--- src/rtl/async_tx_dbuf.sv ---
module async_tx_dbuf #(
  parameter int DATA_W = 8,
  parameter int MID_DIV = 16,
  parameter int HI_DIV = 64
) (
  input  logic              clk,
  input  logic              rst_n,
  input  logic              tx_en,
  input  logic [1:0]        cfg_factor,
  input  logic [1:0]        cfg_len,
  input  logic              cfg_par_en,
  input  logic              cfg_par_odd,
  input  logic              cfg_stop2,
  input  logic              wr_stb,
  input  logic [DATA_W-1:0] wr_data,
  output logic              txd,
  output logic              tx_rdy,
  output logic              tx_empty
);
  localparam int FRAME_W = DATA_W + 4;
  localparam int NB_W = $clog2(FRAME_W + 1);
  localparam int CNT_W = $clog2(HI_DIV);
  localparam logic [CNT_W-1:0] MID_M1 = CNT_W'(MID_DIV - 1);
  localparam logic [CNT_W-1:0] HI_M1 = CNT_W'(HI_DIV - 1);

  logic              hold_full;
  logic [DATA_W-1:0] hold_data;
  logic              busy;
  logic [FRAME_W-1:0] frame;
  logic [NB_W-1:0]   bits_left;
  logic [CNT_W-1:0]  tick;
  logic [CNT_W-1:0]  div_m1;

  function automatic logic [FRAME_W-1:0] mk_frame(
    input logic [DATA_W-1:0] d,
    input logic [1:0]        lc,
    input logic              pe,
    input logic              po
  );
    int len;
    logic p;
    logic [FRAME_W-1:0] f;
    len = DATA_W - 3 + int'(lc);
    f = '1;
    f[0] = 1'b0;
    p = po;
    for (int i = 0; i < DATA_W; i++) begin
      if (i < len) begin
        f[i+1] = d[i];
        p = p ^ d[i];
      end
    end
    if (pe) f[len+1] = p;
    return f;
  endfunction

  logic             bit_end, last_bit, do_load, wr_ok;
  logic [CNT_W-1:0] div_sel;
  logic [NB_W-1:0]  nb_next;

  assign bit_end  = busy && (tick == '0);
  assign last_bit = bit_end && (bits_left == NB_W'(1));
  assign do_load  = tx_en && hold_full && (!busy || last_bit);
  assign wr_ok    = wr_stb && !hold_full;
  assign div_sel  = (cfg_factor == 2'b00) ? '0 :
                    (cfg_factor == 2'b01) ? MID_M1 : HI_M1;
  assign nb_next  = NB_W'(DATA_W - 1) + NB_W'(cfg_len) + NB_W'(cfg_par_en) + NB_W'(cfg_stop2);

  always_ff @(posedge clk) begin
    if (!rst_n) begin
      hold_full <= 1'b0;
      hold_data <= '0;
    end else if (wr_ok) begin
      hold_full <= 1'b1;
      hold_data <= wr_data;
    end else if (do_load) begin
      hold_full <= 1'b0;
    end
  end

  always_ff @(posedge clk) begin
    if (!rst_n) begin
      busy      <= 1'b0;
      frame     <= '1;
      bits_left <= '0;
      tick      <= '0;
      div_m1    <= '0;
    end else if (!tx_en) begin
      busy <= 1'b0;
    end else if (do_load) begin
      busy      <= 1'b1;
      frame     <= mk_frame(hold_data, cfg_len, cfg_par_en, cfg_par_odd);
      bits_left <= nb_next;
      tick      <= div_sel;
      div_m1    <= div_sel;
    end else if (last_bit) begin
      busy <= 1'b0;
    end else if (bit_end) begin
      frame     <= {1'b1, frame[FRAME_W-1:1]};
      bits_left <= bits_left - NB_W'(1);
      tick      <= div_m1;
    end else if (busy) begin
      tick <= tick - CNT_W'(1);
    end
  end

  assign txd      = !busy || frame[0];
  assign tx_rdy   = !hold_full;
  assign tx_empty = !busy;
endmodule


--- config.mk ---
export PLATFORM = sky130hd
export DESIGN_NAME = async_tx_dbuf
export DESIGN_NICKNAME = d
export VERILOG_FILES = /design/src/rtl/async_tx_dbuf.sv
export SDC_FILE = /design/constraint.sdc
export NUM_CORES = 1
export LEC_CHECK = 0
export BUFFER_PORTS_ARGS = -buffer_cell sky130_fd_sc_hd__buf_2
export CORE_MARGIN = 10
export CORE_UTILIZATION = 35
export DETAILED_ROUTE_END_ITERATION = 10
export GPL_TIMING_DRIVEN = 0
export PLACE_DENSITY = 0.53
export SKIP_LAST_GASP = 1
export SLEW_MARGIN = 10
export SYNTH_ARGS = -nofsm -noshare
export SYNTH_HDL_FRONTEND = slang
export SYNTH_SLANG_ARGS = --single-unit
export TNS_END_PERCENT = 10
--- constraint.sdc ---
create_clock -name clk -period 2.3 [get_ports clk]
set_input_delay 0 -clock clk [delete_from_list [all_inputs] [get_ports clk]]
set_output_delay 0 -clock clk [all_outputs]
set_load 0.05 [all_outputs]
* After elaboration in Yosys (flattened, before gate mapping) *
Index checks and enable logic that the tools add are counted.

operators by class
  bitwise logic cells = 8
  equality and inequality tests = 3
  order comparisons = 10
  multiplexer cells = 84
  add/subtract/negate cells = 7
  reduce and logical (&&, ||, !) cells = 20

operators by type and width
  cell                                                                   count
  1-bit two-way mux                                                      69
  12-bit two-way mux                                                     4
  6-bit two-way mux                                                      6
  3-bit by 4-bit < comparator with 1-bit output, first input constant    4
  12-bit bitwise mux                                                     1
  4-bit two-way mux                                                      3
  3-bit by 2-bit adder with 4-bit output, first input constant           2
  4-bit by 1-bit adder with 4-bit output                                 2
  1-bit by 4-bit < comparator with 1-bit output, first input constant    2
  2-bit by 4-bit < comparator with 1-bit output, first input constant    2
  1-bit XOR                                                              8
  1-bit logical AND                                                      6
  6-bit logical NOT                                                      1
  3-bit AND reduction                                                    2
  2-bit nonzero test                                                     3
  6-bit by 1-bit subtractor with 6-bit output, second input constant     1
  4-bit by 1-bit adder with 5-bit output, second input constant          1
  5-bit by 1-bit >= comparator with 1-bit output, second input constant  1
  5-bit < comparator, second input constant                              1
  1-bit demux with 4-bit select                                          1
  4-bit by 1-bit == test with 1-bit output, second input constant        1
  2-bit AND reduction                                                    2
  4-bit by 1-bit subtractor with 4-bit output, second input constant     1
  3-bit nonzero test                                                     1
  other kinds (5)                                                        7

word-level totals
  bits of input ports = 19
  output and inout port bits = 3
  word-level logic and storage cells = 139
  register bits after elaboration = 38

* Depth between registers and ports, before layout *
  depth after elaboration = 46
  mapped depth = 10
  gate-level depth less buffers = 10

* Worst setup path after synthesis *
OpenSTA, ideal clock, no wires.

  kind = reg2reg
  from = reg tick[0]
  to = reg frame[10]
  data required time = 2.175 ns
  cell stages (with the launch flop) = 10
  arrival = 1.961 ns
  period minus slack after synthesis = 2.085 ns
  setup time = 0.125 ns
  buffers on the path = 1
  setup slack = 0.215 ns
  path through = dfxtp_1 inv_1 ha_1 or4b_1 buf_2 o31a_1 nor3_4 nand2_1 o311ai_1 nand2_1

on the way
  cells in the longest elaborated chain, start to end = 7
  elaborated cells between the ends (all ways) = 9
  classes of those cells = eq/ne: 1; mux: 1; reduce/logical: 7

ends and longest elaborated chain
  what                                                                                             RTL line  text
  start: declaration                                                                               31        logic [CNT_W-1:0] tick;
  start signal: assignment                                                                         94        tick <= div_sel;
  start signal: assignment                                                                         101       tick <= div_m1;
  start signal: assignment                                                                         103       tick <= tick - CNT_W'(1);
  6-bit logical NOT (*)                                                                            61        assign bit_end = busy && (tick == '0);
  1-bit logical AND (*)                                                                            61
  1-bit logical AND                                                                                62        assign last_bit = bit_end && (bits_left == NB_W'(1));
  1-bit logical OR                                                                                 63        assign do_load = tx_en && hold_full && (!busy || last_bit);
  1-bit logical AND                                                                                63
  2-bit by 1-bit != test with 1-bit output (no source line) or 2-bit nonzero test (tied branches)  -
  3-bit AND reduction (no source line)                                                             -
  end signal: assignment                                                                           92        frame <= mk_frame(hold_data, cfg_len, cfg_par_en, cfg_par_odd);
  end signal: assignment                                                                           99        frame <= {1'b1, frame[FRAME_W-1:1]};
  end: declaration                                                                                 29        logic [FRAME_W-1:0] frame;

Mark *: on every way between the ends. The rest lies on a longest branch, timed or not.
A chain may end at the register's enable or synchronous reset.

* Worst setup path in the final report *
  from = reg tick[1]
  to = reg frame[10]

The elaborated chain is that of the path after synthesis.

==> run summary <==
Unrepaired setup endpoints after global routing -> true
Reg clk slew, reported paths -> 0.07 ns
Worst setup path endpoint -> frame[10]
Final setup violating endpoints -> 0
Worst vdd rail ir drop -> 0.0003341 V
Cell-internal power -> 1.080 mW
Max FO, Critical Path -> 5
Router iterations before antenna repair -> 4
Mean Syn Cell Area -> 8.017 um2
Top FF cell, synth -> sky130_fd_sc_hd__dfxtp_1
R2R Path End -> frame[10]
GRT Total Usage -> 11.95%
Vias after detailed routing -> 1876
Post-Layout Cell Count -> 373
Chip Width -> 95.37 um
Unique cell type count in the Yosys netlist -> 46
Area Overhead vs Synth -> 27.12%
Warnings from Yosys -> 0
Detailed Route WL -> 5.117 mm
Final hold vios -> 0
Mapped Nets -> 276
DIE HEIGHT -> 95.37 um
CTS Buffer Depth -> 2
Worst reg2reg startpoint -> tick[1]
Estimated wirelength of the detail-placed design -> 3.714 mm
Global-route wire length before repair -> 8.652 mm
Number of buffer cells added on primary ports -> 20
Type of the tightest min-delay check -> input pin to flop
Initial DRC Count -> 108
Placed Cells incl. Taps -> 340
TritonCTS buffer count -> 5
Achievable frequency -> 446.9 MHz
Proportion of netlist area held by the largest area contributor -> 34.24%
DRC -> 0
Total of flip-flops plus latches after synthesis -> 34
Leading post-synthesis cells by instance count -> sky130_fd_sc_hd__dfxtp_1 (34), sky130_fd_sc_hd__nand2_1 (29), sky130_fd_sc_hd__nor2_1 (24)
Transition time of the tightest slew-check pin -> 0.7184 ns
Endpoint required time on the critical path -> 2.48 ns
Top-level port count -> 22
Synth Instances -> 248
Combinational Power Share -> 28.2%
Combined area of all synthesized cells -> 1988 um2
Worst path arrival time -> 2.41 ns
Synth top area cells -> sky130_fd_sc_hd__dfxtp_1 (34%), sky130_fd_sc_hd__nand2_1 (5.5%), sky130_fd_sc_hd__ha_1 (5.0%), sky130_fd_sc_hd__a21oi_1 (4.8%), sky130_fd_sc_hd__o21ai_0 (4.8%)
Share of post-route cells with drive strength above 1 -> 20.93%
Type of the setup path with the least slack -> flop to flop
Clock period minus worst slack -> 2.238 ns
Critical path capture point type -> flop
Placer's final routability congestion estimate -> 0.8455
Instance area after placement -> 2178 um2
Final critical-path share of the clock period -> 97.29%
Final core utilization -> 45.90%
Num rows -> 27
Worst-case clock skew -> 0.002540 ns
Result of the run -> finished clean
Pin count of the biggest net entering global routing -> 11
Sequential fraction of the synthesis area -> 34.24%
Count leader, synth -> sky130_fd_sc_hd__dfxtp_1
Total clock sinks -> 34
Cell at the root of the clock tree -> sky130_fd_sc_hd__clkbuf_8
Number of global-route vias before repair -> 1848
Max-slew violation count -> 0
Die area -> 9095 um2
Post-DR wirelength/cell -> 13.72 um
Layout net count -> 328
Clock Power Share -> 29.2%
Sw frac -> 31.19%
Global route total overflow -> 0
Power share of the sequential group -> 42.6%
Area inside the core boundary -> 5507 um2
Initial antenna violation count -> 0
Antenna violation net count after detailed routing -> 0
Via count normalized by instance count -> 5.029
Share of synthesized registers carrying an async set or reset -> 0%
Maxcap violations -> 0
Clock tree from TritonCTS -> done
Area of all placed cells without fillers -> 2527 um2
Antenna Cells -> 0
Count of cells along the worst register-to-register path -> 9
Register-to-Register Setup Slack -> 0.06 ns
Leakage power total -> 1.055 nW
H-tree depth -> 2
Net load switching power -> 0.4897 mW
Initial Util -> 36.11%
Latest clock arrival within the worst-skew pair -> 0.28 ns
Max-slew headroom at the worst pin -> 52.10%
Number of synthesized flops with an enable pin -> 0
Kind of start point of the critical path -> flop
Critical path startpoint -> tick[1]
Post-synth top area cell -> sky130_fd_sc_hd__dfxtp_1
Total power divided by cell area -> 621.2 nW/um2
## worst min path at each step
stage,slack (ns),end,cells past startpoint,from
finish,0.01,div_m1[4],3,cfg_factor[1]
global route,0.04,div_m1[4],3,cfg_factor[1]
CTS,0.008,div_m1[4],3,cfg_factor[1]
detailed placement,0.24,hold_data[5],3,wr_data[5]
global placement,0.22,hold_data[5],3,wr_data[5]
floorplan,0.14,tick[5],2,rst_n
## worst max-delay path, stage by stage (launching register included)
cell and delay [ns]:
sky130_fd_sc_hd__dfxtp_2 0.32, sky130_fd_sc_hd__inv_2 0.06, sky130_fd_sc_hd__ha_4 0.13, sky130_fd_sc_hd__or4b_4 0.45
sky130_fd_sc_hd__buf_6 0.15, sky130_fd_sc_hd__o31a_1 0.28, sky130_fd_sc_hd__nor3_4 0.23, sky130_fd_sc_hd__nand2_1 0.12
sky130_fd_sc_hd__o311ai_2 0.30, sky130_fd_sc_hd__nand2_1 0.08
## routing by layer
metal | GRT usage (%) | share of wire, %
met1 | 15.43 | 49
met5 | 0 | 0
met2 | 18.81 | 47
met4 | 5.405 | 1.9
met3 | 2.357 | 2.2
## kinds of logic (layout without fill, tap and decap cells)
group | after synthesis | in the layout | share of synthesized area, %
xor+xnor | 13 | 13 | 6.420
mux | 9 | 9 | 4.531
compound gates | 68 | 68 | 21.46
flops | 34 | 34 | 34.24
simple gates | 85 | 85 | 21.08
buf+inv | 30 | 83 | 6.230
fa+ha+maj | 9 | 9 | 6.042
## power groups by stage
stage / registers [mW] / clock network (mW) / logic [mW]
final: 0.669 / 0.459 / 0.442
after global routing: 0.675 / 0.492 / 0.500
after detailed placement: 0.681 / 0 / 0.374
after global placement: 0.680 / 0 / 0.373
after CTS: 0.668 / 0.474 / 0.431
after floorplan: 0.671 / 0 / 0.289
## through the flow
stage	setup TNS (ns)	power [mW]	hold slack, ns	setup slack [ns]
after floorplan	0	0.9594	0.1383	0.2145
after global placement	-0.5097	1.054	0.2245	-0.08762
after detailed placement	-0.5270	1.055	0.2351	-0.08090
after CTS	0	1.574	0.008062	0.005170
after global routing	-0.2404	1.667	0.04092	-0.07877
final	0	1.570	0.01311	0.06244
## registers in the layout (all words and copies together), names as in the netlist
register	flops
busy	1
bits_left	4
hold_data	8
hold_full	1
div_m1	2
tick	6
frame	12
## placed cells by master, fill, tap and decap left out, types with 3 or more instances in the layout
master,n
sky130_fd_sc_hd__clkbuf_1,8
sky130_fd_sc_hd__nand2_1,29
sky130_fd_sc_hd__xnor2_1,9
sky130_fd_sc_hd__a31oi_1,7
sky130_fd_sc_hd__nor2_1,22
sky130_fd_sc_hd__inv_1,16
sky130_fd_sc_hd__o211ai_1,5
sky130_fd_sc_hd__o21ai_0,17
sky130_fd_sc_hd__nor3_1,6
sky130_fd_sc_hd__buf_4,16
sky130_fd_sc_hd__a21oi_1,19
sky130_fd_sc_hd__buf_2,20
sky130_fd_sc_hd__ha_1,7
sky130_fd_sc_hd__o21ai_1,3
sky130_fd_sc_hd__nand2b_1,3
sky130_fd_sc_hd__mux2i_1,9
sky130_fd_sc_hd__dfxtp_1,32
sky130_fd_sc_hd__nand3_1,10
sky130_fd_sc_hd__xor2_1,3
sky130_fd_sc_hd__dlygate4sd3_1,10
sky130_fd_sc_hd__clkbuf_8,6
## repair_timing
item                                    in CTS  in global routing
hold buffers                                10                  0
gates resized for setup                     13                  5
pin swaps                                    6                  4
buffers inserted                             9                  6
endpoints found under the hold margin       10                  0
endpoints found under the setup margin      12                 15
## area by class of cell
cell class,instances,area (um2)
fill,578,2979
multi-input combinational,184,1215
sequential,34,683.2
timing repair buffer,45,312.8
tap,72,90.09
clock buffer,7,86.33
buffer,12,67.56
inverter,18,67.56
clock inverter,1,5.005
(Power assumes the default switching activity.)
